### config.mk
export PLATFORM = sky130hd
export DESIGN_NAME = tri_port_pio
export DESIGN_NICKNAME = d
export VERILOG_FILES = /design/src/rtl/pio_pkg.sv /design/src/rtl/pio_ctrl_reg.sv /design/src/rtl/pio_port_slice.sv /design/src/rtl/tri_port_pio.sv
export SDC_FILE = /design/constraint.sdc
export NUM_CORES = 1
export LEC_CHECK = 0
export BUFFER_PORTS_ARGS = -buffer_cell sky130_fd_sc_hd__buf_2
export CAP_MARGIN = 5
export CORE_UTILIZATION = 53
export CTS_BUF_LIST = sky130_fd_sc_hd__clkbuf_4 sky130_fd_sc_hd__clkbuf_8
export DETAILED_ROUTE_END_ITERATION = 16
export GPL_ROUTABILITY_DRIVEN = 0
export GPL_TIMING_DRIVEN = 0
export PLACE_DENSITY = 0.82
export SLEW_MARGIN = 20
export SYNTH_ARGS = -nofsm -noshare
export SYNTH_HDL_FRONTEND = slang
export SYNTH_SLANG_ARGS = --single-unit
### constraint.sdc
create_clock -name clk -period 1.8 [get_ports clk]
set_input_delay 0.36 -clock clk [delete_from_list [all_inputs] [get_ports clk]]
set_output_delay 0.36 -clock clk [all_outputs]
set_load 0.1 [all_outputs]
### src/rtl/pio_pkg.sv
package pio_pkg;
  localparam int PORT_W = 8;
  localparam int NIB_W  = PORT_W / 2;
  localparam int IDX_W  = $clog2(PORT_W);

  typedef enum logic [1:0] {
    SEL_A    = 2'd0,
    SEL_B    = 2'd1,
    SEL_C    = 2'd2,
    SEL_CTRL = 2'd3
  } reg_sel_e;

  typedef enum logic [1:0] {
    MODE_BASIC   = 2'd0,
    MODE_STROBED = 2'd1,
    MODE_BIDIR   = 2'd2
  } grp_mode_e;

  typedef struct packed {
    grp_mode_e mode_a;
    logic      mode_b;
    logic      a_in;
    logic      cu_in;
    logic      b_in;
    logic      cl_in;
  } port_cfg_t;

  localparam port_cfg_t CFG_RESET = '{
    mode_a: MODE_BASIC, mode_b: 1'b0,
    a_in: 1'b1, cu_in: 1'b1, b_in: 1'b1, cl_in: 1'b1
  };
endpackage

### src/rtl/pio_ctrl_reg.sv
module pio_ctrl_reg
  import pio_pkg::*;
(
  input  logic              clk,
  input  logic              rst_n,
  input  logic              ctrl_we,
  input  logic [PORT_W-1:0] wdata,
  output port_cfg_t         cfg,
  output logic              cfg_load,
  output logic [PORT_W-1:0] bsr_mask,
  output logic              bsr_val
);
  port_cfg_t cfg_q;
  port_cfg_t cfg_d;
  logic      is_cfg_word;

  assign is_cfg_word = wdata[PORT_W-1];
  assign cfg_load    = ctrl_we && is_cfg_word;
  assign bsr_val     = wdata[0];
  assign bsr_mask    = (ctrl_we && !is_cfg_word) ?
                       (PORT_W'(1) << wdata[IDX_W:1]) : '0;

  always_comb begin
    cfg_d        = cfg_q;
    cfg_d.mode_a = wdata[6] ? MODE_BIDIR : (wdata[5] ? MODE_STROBED : MODE_BASIC);
    cfg_d.mode_b = wdata[2];
    cfg_d.a_in   = wdata[4];
    cfg_d.cu_in  = wdata[3];
    cfg_d.b_in   = wdata[1];
    cfg_d.cl_in  = wdata[0];
  end

  always_ff @(posedge clk or negedge rst_n) begin
    if (!rst_n)        cfg_q <= CFG_RESET;
    else if (cfg_load) cfg_q <= cfg_d;
  end

  assign cfg = cfg_q;

  assert_cfg_dirs_R2: assert property (@(posedge clk) disable iff (!rst_n)
    (ctrl_we && wdata[7]) |=> (cfg.a_in == $past(wdata[4]) && cfg.cu_in == $past(wdata[3])
                               && cfg.b_in == $past(wdata[1]) && cfg.cl_in == $past(wdata[0])));

  assert_mode2_R4: assert property (@(posedge clk) disable iff (!rst_n)
    (ctrl_we && wdata[7] && wdata[6]) |=> (cfg.mode_a == MODE_BIDIR));

  assert_bsr_keeps_cfg_R5: assert property (@(posedge clk) disable iff (!rst_n)
    (ctrl_we && !wdata[7]) |=> $stable(cfg));
endmodule

### src/rtl/pio_port_slice.sv
module pio_port_slice #(
  parameter int W           = 8,
  parameter int SYNC_STAGES = 2
) (
  input  logic         clk,
  input  logic         rst_n,
  input  logic         dir_in,
  input  logic         clr,
  input  logic         we,
  input  logic [W-1:0] wdata,
  input  logic [W-1:0] bit_en,
  input  logic         bit_val,
  input  logic [W-1:0] pin_i,
  output logic [W-1:0] out_o,
  output logic [W-1:0] oe_o,
  output logic [W-1:0] rd_o
);
  logic [W-1:0] out_q;
  logic [W-1:0] sync_q [SYNC_STAGES];

  for (genvar s = 0; s < SYNC_STAGES; s++) begin : g_sync
    if (s == 0) begin : g_first
      always_ff @(posedge clk or negedge rst_n) begin
        if (!rst_n) sync_q[s] <= '0;
        else        sync_q[s] <= pin_i;
      end
    end else begin : g_next
      always_ff @(posedge clk or negedge rst_n) begin
        if (!rst_n) sync_q[s] <= '0;
        else        sync_q[s] <= sync_q[s-1];
      end
    end
  end

  always_ff @(posedge clk or negedge rst_n) begin
    if (!rst_n)   out_q <= '0;
    else if (clr) out_q <= '0;
    else if (we)  out_q <= wdata;
    else begin
      for (int b = 0; b < W; b++) begin
        if (bit_en[b]) out_q[b] <= bit_val;
      end
    end
  end

  assign out_o = out_q;
  assign oe_o  = {W{~dir_in}};
  assign rd_o  = dir_in ? sync_q[SYNC_STAGES-1] : out_q;

  assert_clear_R3: assert property (@(posedge clk) disable iff (!rst_n)
    clr |=> (out_o == '0));

  assert_hold_R10: assert property (@(posedge clk) disable iff (!rst_n)
    !(clr || we || (|bit_en)) |=> $stable(out_o));

  assert_load_R10: assert property (@(posedge clk) disable iff (!rst_n)
    (we && !clr) |=> (out_o == $past(wdata)));
endmodule

### src/rtl/tri_port_pio.sv
module tri_port_pio
  import pio_pkg::*;
#(
  parameter int SYNC_STAGES = 2
) (
  input  logic       clk,
  input  logic       rst_n,
  input  logic       cs,
  input  logic       rd,
  input  logic       wr,
  input  logic [1:0] addr,
  input  logic [7:0] wdata,
  output logic [7:0] rdata,
  output logic [1:0] mode_a,
  output logic       mode_b,
  input  logic [7:0] pa_i,
  output logic [7:0] pa_o,
  output logic [7:0] pa_oe,
  input  logic [7:0] pb_i,
  output logic [7:0] pb_o,
  output logic [7:0] pb_oe,
  input  logic [7:0] pc_i,
  output logic [7:0] pc_o,
  output logic [7:0] pc_oe
);
  port_cfg_t         cfg;
  logic              cfg_load;
  logic [PORT_W-1:0] bsr_mask;
  logic              bsr_val;
  logic              wr_hit, rd_hit;
  logic              we_a, we_b, we_c, we_ctrl;
  logic [PORT_W-1:0] rd_a, rd_b;
  logic [NIB_W-1:0]  rd_cl, rd_cu;
  reg_sel_e          sel;

  assign sel     = reg_sel_e'(addr);
  assign wr_hit  = cs && wr;
  assign rd_hit  = cs && rd;
  assign we_a    = wr_hit && (sel == SEL_A);
  assign we_b    = wr_hit && (sel == SEL_B);
  assign we_c    = wr_hit && (sel == SEL_C);
  assign we_ctrl = wr_hit && (sel == SEL_CTRL);

  pio_ctrl_reg u_ctrl (
    .clk      (clk),
    .rst_n    (rst_n),
    .ctrl_we  (we_ctrl),
    .wdata    (wdata),
    .cfg      (cfg),
    .cfg_load (cfg_load),
    .bsr_mask (bsr_mask),
    .bsr_val  (bsr_val)
  );

  pio_port_slice #(.W(PORT_W), .SYNC_STAGES(SYNC_STAGES)) u_port_a (
    .clk(clk), .rst_n(rst_n), .dir_in(cfg.a_in), .clr(cfg_load), .we(we_a),
    .wdata(wdata), .bit_en('0), .bit_val(1'b0), .pin_i(pa_i),
    .out_o(pa_o), .oe_o(pa_oe), .rd_o(rd_a)
  );

  pio_port_slice #(.W(PORT_W), .SYNC_STAGES(SYNC_STAGES)) u_port_b (
    .clk(clk), .rst_n(rst_n), .dir_in(cfg.b_in), .clr(cfg_load), .we(we_b),
    .wdata(wdata), .bit_en('0), .bit_val(1'b0), .pin_i(pb_i),
    .out_o(pb_o), .oe_o(pb_oe), .rd_o(rd_b)
  );

  pio_port_slice #(.W(NIB_W), .SYNC_STAGES(SYNC_STAGES)) u_port_cl (
    .clk(clk), .rst_n(rst_n), .dir_in(cfg.cl_in), .clr(cfg_load), .we(we_c),
    .wdata(wdata[NIB_W-1:0]), .bit_en(bsr_mask[NIB_W-1:0]), .bit_val(bsr_val),
    .pin_i(pc_i[NIB_W-1:0]), .out_o(pc_o[NIB_W-1:0]), .oe_o(pc_oe[NIB_W-1:0]),
    .rd_o(rd_cl)
  );

  pio_port_slice #(.W(NIB_W), .SYNC_STAGES(SYNC_STAGES)) u_port_cu (
    .clk(clk), .rst_n(rst_n), .dir_in(cfg.cu_in), .clr(cfg_load), .we(we_c),
    .wdata(wdata[PORT_W-1:NIB_W]), .bit_en(bsr_mask[PORT_W-1:NIB_W]), .bit_val(bsr_val),
    .pin_i(pc_i[PORT_W-1:NIB_W]), .out_o(pc_o[PORT_W-1:NIB_W]), .oe_o(pc_oe[PORT_W-1:NIB_W]),
    .rd_o(rd_cu)
  );

  always_comb begin
    rdata = '0;
    if (rd_hit) begin
      unique case (sel)
        SEL_A:    rdata = rd_a;
        SEL_B:    rdata = rd_b;
        SEL_C:    rdata = {rd_cu, rd_cl};
        SEL_CTRL: rdata = '0;
        default:  rdata = '0;
      endcase
    end
  end

  assign mode_a = cfg.mode_a;
  assign mode_b = cfg.mode_b;

  assert_ctrl_unreadable_R8: assert property (@(posedge clk) disable iff (!rst_n)
    (!rd_hit || addr == 2'b11) |-> (rdata == 8'h00));

  assert_deselected_R9: assert property (@(posedge clk) disable iff (!rst_n)
    !cs |=> ($stable({pa_o, pb_o, pc_o, pa_oe, pb_oe, pc_oe}) && $stable({mode_a, mode_b})));

  assert_cfg_clears_R3: assert property (@(posedge clk) disable iff (!rst_n)
    (cs && wr && addr == 2'b11 && wdata[7]) |=> (pa_o == 8'h00 && pb_o == 8'h00 && pc_o == 8'h00));

  assert_bsr_single_R5: assert property (@(posedge clk) disable iff (!rst_n)
    (cs && wr && addr == 2'b11 && !wdata[7]) |=>
      ($countones(pc_o ^ $past(pc_o)) <= 1 && pc_o[$past(wdata[3:1])] == $past(wdata[0])
       && $stable(pa_o) && $stable(pb_o)));

  assert_oe_follows_R2: assert property (@(posedge clk) disable iff (!rst_n)
    (cs && wr && addr == 2'b11 && wdata[7]) |=>
      (pa_oe == {8{~$past(wdata[4])}} && pb_oe == {8{~$past(wdata[1])}}
       && pc_oe == {{4{~$past(wdata[3])}}, {4{~$past(wdata[0])}}}));
endmodule

-- After elaboration in Yosys (flattened, before gate mapping)
Cells that the tools add are included.
Widths: inputs -> output; s select.
- flip-flop bits (word level): 79
- bits of input ports: 39
- logic and storage cells: 77
- equal/unequal tests: 3
- shift operators: 1
- mux-type cells: 25
- bitwise gates (word level): 4
- reduce and logical (&&, ||, !) cells: 20
- operators by type and width (kind ; number):
    $mux 8 ; 8
    $pmux 8 s4 ; 1
    $mux 4 ; 6
    $reduce_bool 3->1 ; 8
    $mux 1 ; 9
    $logic_and 1x1->1 ; 8
    $shl 1x3->8 const A ; 1
    $eq 2x2->1 const B ; 2
    $not 1->1 ; 4
    $reduce_bool 2->1 ; 2
    $eq 2x1->1 const B ; 1
    $logic_not 2->1 ; 1
    $mux 2 ; 1
    $logic_not 1->1 ; 1

-- Logic depth before layout (Yosys ltp)
- depth after elaboration: 7
- gate-level depth with buffers: 7
- gate-level depth less buffers: 4

-- Hierarchy
A second synthesis with hierarchy kept.
- cell total of the unflattened synthesis: 278
- area total of the unflattened synthesis: 3502.1 um^2
- modules (own cells, without submodules) (module ; instances ; cells each ; area an instance (um^2) ; sequential area each (um^2)):
    pio_port_slice at u_port_a ... ; 2 ; 68 ; 963.4 ; 600.6
    pio_port_slice at u_port_cl ... ; 2 ; 33 ; 470.5 ; 300.3
    pio_ctrl_reg ; 1 ; 31 ; 356.6 ; 180.2
    tri_port_pio ; 1 ; 45 ; 277.8 ; 0.0

-- Least setup slack after synthesis
Ideal clock, no wire load.
- kind: flip-flop to output port
- start point: reg u_port_a.out_q[7], in the netlist u_port_a.out_o[7]
- end point: out rdata[7]
- data arrival time: 2.159 ns
- setup slack: -0.719 ns
- cell stages (with the launch flop): 5
- cell sequence: dfrtp_1 > nor2b_1 > a211oi_1 > a211oi_1 > o21a_1
- longest elaborated chain between the ends: 3
- ends and longest elaborated chain (what ; line ; text):
    start, declared ; pio_port_slice.sv:18 ; logic [W-1:0] out_q;
    start signal, assigned ; pio_port_slice.sv:38 ; else if (we) out_q <= wdata;
    start signal, assigned by index ; pio_port_slice.sv:41 ; if (bit_en[b]) out_q[b] <= bit_val;
    $mux 8 ; pio_port_slice.sv:48 ; assign rd_o = dir_in ? sync_q[SYNC_STAGES-1] : out_q;
    $pmux 8 s4 ; tri_port_pio.sv:84 ; unique case (sel)
    $mux 8 ; tri_port_pio.sv:83 ; if (rd_hit) begin
    end, declared ; tri_port_pio.sv:13 ; output logic [7:0] rdata,
Every way passes these cells.

-- Worst setup path after layout
- start point: reg u_ctrl.cfg_q, in the netlist u_ctrl.cfg[3]
- end point: out rdata[3]
- longest elaborated chain between the ends: 3
- ends and longest elaborated chain (what ; line ; text):
    start, declared ; pio_ctrl_reg.sv:13 ; port_cfg_t cfg_q;
    start signal, assigned ; pio_ctrl_reg.sv:35 ; else if (cfg_load) cfg_q <= cfg_d;
    $mux 8 ; pio_port_slice.sv:48 ;
    $pmux 8 s4 ; tri_port_pio.sv:84 ;
    $mux 8 ; tri_port_pio.sv:83 ;
Every way passes these cells.

==> out/metrics.csv <==
metric,value,unit
clk buf depth,2,
Num CTS Buffers,9,
drt wl/cell,20.5,µm
Final Skew,7.51,ps
row count,28,
critical path arrival,1940,ps
delay of the slowest critical-path stage,620,ps
worst skew pair latency,360,ps
Synth Instances,280,
final WL,9800,µm
"Slowest-stage cell, CP",dfstp_2,
Core ar.,5960,µm²
Max-slew headroom,41.5,%
Via density,5.77,
cell breakdown of the critical path,buf_6 -> a211oi_2 -> a211oi_1 -> o21a_4 -> buf_8,
maximum VDD drop,1060,µV
total track usage,30.2,%
crit-path max FO,6,
syn_area_per_cell,11.7,µm²
Design Power,7.42,mW
Root Driver,clkbuf_8,
Die Ht,80.7,µm
gr ovfl total,0,
H-Tree Depth,3,
RSZ-0062 raised after global routing,yes,
Placed Cells,452,
multiplexer area fraction after synthesis,8.42,%
vias in the first global route,2641,
fin area,4990,µm²
period utilization,128,%
P per Cell Area,1490,nW/µm²
Least-Margin Pin Slew,870,ps
"Largest delay share family, worst path",flip-flops,
fillers,296,
DRC viols,0,
layout cell share with drive strength beyond 1,56.5,%
min Tclk post-route,2300,ps
total die area,6520,µm²
largest net degree at the start of global routing,53,
Post-synth top flop,dfrtp_1,
Leak,2.18,nW
Starting Density,55.1,%
mapped cell area,3280,µm²
synth top area cells,"dfrtp_1 (57%), mux2i_1 (4.9%), buf_4 (4.8%), nand2_1 (4.0%), a211oi_1 (3.7%)",
Layout area overhead,51.9,%
Synth area leader,dfrtp_1,
number of DRC markers in iteration 0,353,
Simple-Gate Fraction of Synth Area,11.0,%
Post-synth ARST share,100,%
CTS tree,yes,
CTS Sinks,79,
I/O Pins,98,
die width,80.7,µm
Yosys cell types,38,
Ys Warns,0,
vias,2753,
Synth Area in Adders,0,%
largest family of logic cells by synthesized area,compound AO/OA/AOI/OAI gates,
post-synth top area share,57.1,%
post-route ant nets,0,
Crit. End Element,primary output,
outcome,"finished, violations left",
post-DP HPWL,5840,µm
"Seq/Total Area, Yosys",60.3,%
Worst Path Required,1440,ps
endpoints failing setup,32,
Buf/Inv on CP,2,
placed inst area,4140,µm²
FMAX,434,MHz
first-pass GRT wire length,13900,µm
"Clk pin slew, worst setup/hold paths",80,ps
Max-Cap Viols,0,
CP Class,reg -> out,
Final Hold Violating Endpoints,0,
#FFs+latches synth,79,
Hold Path Class,in -> reg,
initial antenna violation count,0,
XOR/XNOR Fraction of Synth Area,0,%
"non-filler cells, final",477,
drt first pass iters,5,
failing checks,negative setup slack,
final worst-path setup slack,-505,ps
nets,436,
Mapped Nets,319,
post-synthesis compound-gate area fraction,12.5,%
startpoint types,flip-flop,
Post-synth EDFFs,0,
Diodes inserted,0,
PortBufs,96,
Fin Hold WS,104,ps
Pins Over Slew Limit,0,
[repair_timing]
action | 4_1_cts | 5_1_grt
pin swaps | 8 | 4
cloned | 1 | 2
gates resized for setup | 120 | 12
setup endpoints to repair | 32 | 32
setup buffers | 5 | 2
hold buffers | 1 | 0
endpoints found under the hold margin | 25 | 0
[sequential cells by signal (all words and copies together), names as in the netlist]
register,count
u_port_b.out_o,8
u_port_a.sync_q,16
u_port_b.sync_q,16
u_ctrl.cfg,7
u_port_a.out_o,8
u_port_cu.sync_q,8
u_port_cl.out_o,4
u_port_cl.sync_q,8
u_port_cu.out_o,4
[worst reg2reg max path: stages, from the launching register on]
cell and delay, ps:
dfstp_2 590, clkbuf_16 170, buf_6 100, clkinvlp_4 140
buf_4 180, buf_4 120, o21ai_0 160
[power by group]
part / switching [mW] / total, mW / internal [mW]
registers: 0.188 / 2.21 / 2.02
clock network: 0.649 / 1.44 / 0.787
logic: 2.60 / 3.77 / 1.17
[placed cells by master (no fill, tap or decap), types with 7 or more instances in the layout]
| master | instances |
|---|---|
| buf_2 | 67 |
| dfrtp_1 | 52 |
| nand2_1 | 35 |
| buf_12 | 26 |
| buf_6 | 24 |
| a21oi_1 | 15 |
| a211oi_2 | 13 |
| buf_4 | 13 |
| dfrtp_4 | 13 |
| clkbuf_8 | 12 |
| mux2i_1 | 11 |
| nor2_1 | 10 |
| dfrtp_2 | 10 |
| mux2_2 | 9 |
| o21ai_0 | 9 |
| nor2b_1 | 7 |
| o21a_4 | 7 |
[per-stage QoR]
stage / utilization, % / setup WS, ps / setup TNS (ps)
global placement: 69.1 / -495 / -14940
detailed placement: 69.6 / -596 / -3770
floorplan: - / -207 / -3020
global route: 83.8 / -544 / -9260
CTS: 82.0 / -406 / -7480
finish: 83.8 / -505 / -8110
[cell type report]
type | instances | area, µm² | share of cell area, %
well taps | 75 | 93.8 | 1.88
repair inverters | 1 | 7.51 | 0.150
plain buffers | 34 | 342 | 6.85
flip-flops and latches | 79 | 2040 | 41.0
clock buffers | 14 | 180 | 3.61
repair buffers | 107 | 1010 | 20.2
clock inverters | 2 | 37.5 | 0.752
multi-input cells | 161 | 1250 | 25.0
inverters | 4 | 30.0 | 0.602
[cells in the mapped netlist (2+ instances only)]
cell	number
nor2b_1	9
o31a_1	6
nand3b_1	3
nand2_1	35
inv_1	4
nand4_1	2
o21a_1	8
mux2_2	9
a21oi_1	15
dfstp_2	4
buf_6	2
o21ai_1	5
buf_2	6
or2_1	2
a211oi_1	16
buf_4	21
clkbuf_1	6
o21ai_0	9
mux2i_1	16
dfrtp_1	75
nor2_1	10
[kinds of logic after synthesis]
| family | after synthesis |
|---|---|
| AOI/OAI and AO/OA | 63 |
| buffers and inverters | 40 |
| DFF | 79 |
| muxes | 26 |
| and+or+nand+nor | 72 |
[layer usage]
| metal | global-route usage, % | share of wire [%] | up-vias |
|---|---|---|---|
| li1 | - | - | 1177 |
| met1 | 37.6 | 38 | 1369 |
| met2 | 49.7 | 51 | 173 |
| met3 | 7.27 | 7.4 | 34 |
| met4 | 14.1 | 3.7 | 0 |
| met5 | 0 | 0 | - |
[path summary, 6_finish.rpt]
kind	end	slack, ps	cells after the start	from
max in group asynchronous	u_ctrl.cfg[2]	690	3	rst_n
max reg2reg	u_ctrl.cfg[1]	270	6	u_ctrl.cfg[1]
max	rdata[3]	-500	5	u_ctrl.cfg[3]
min reg2reg	u_port_cu.sync_q[0]	350	0	u_port_cu.sync_q[4]
min in group asynchronous	u_port_b.sync_q[1]	470	2	rst_n
min	u_port_a.sync_q[14]	100	1	pa_i[6]
No activity file was read; power rests on OpenSTA's default activity.
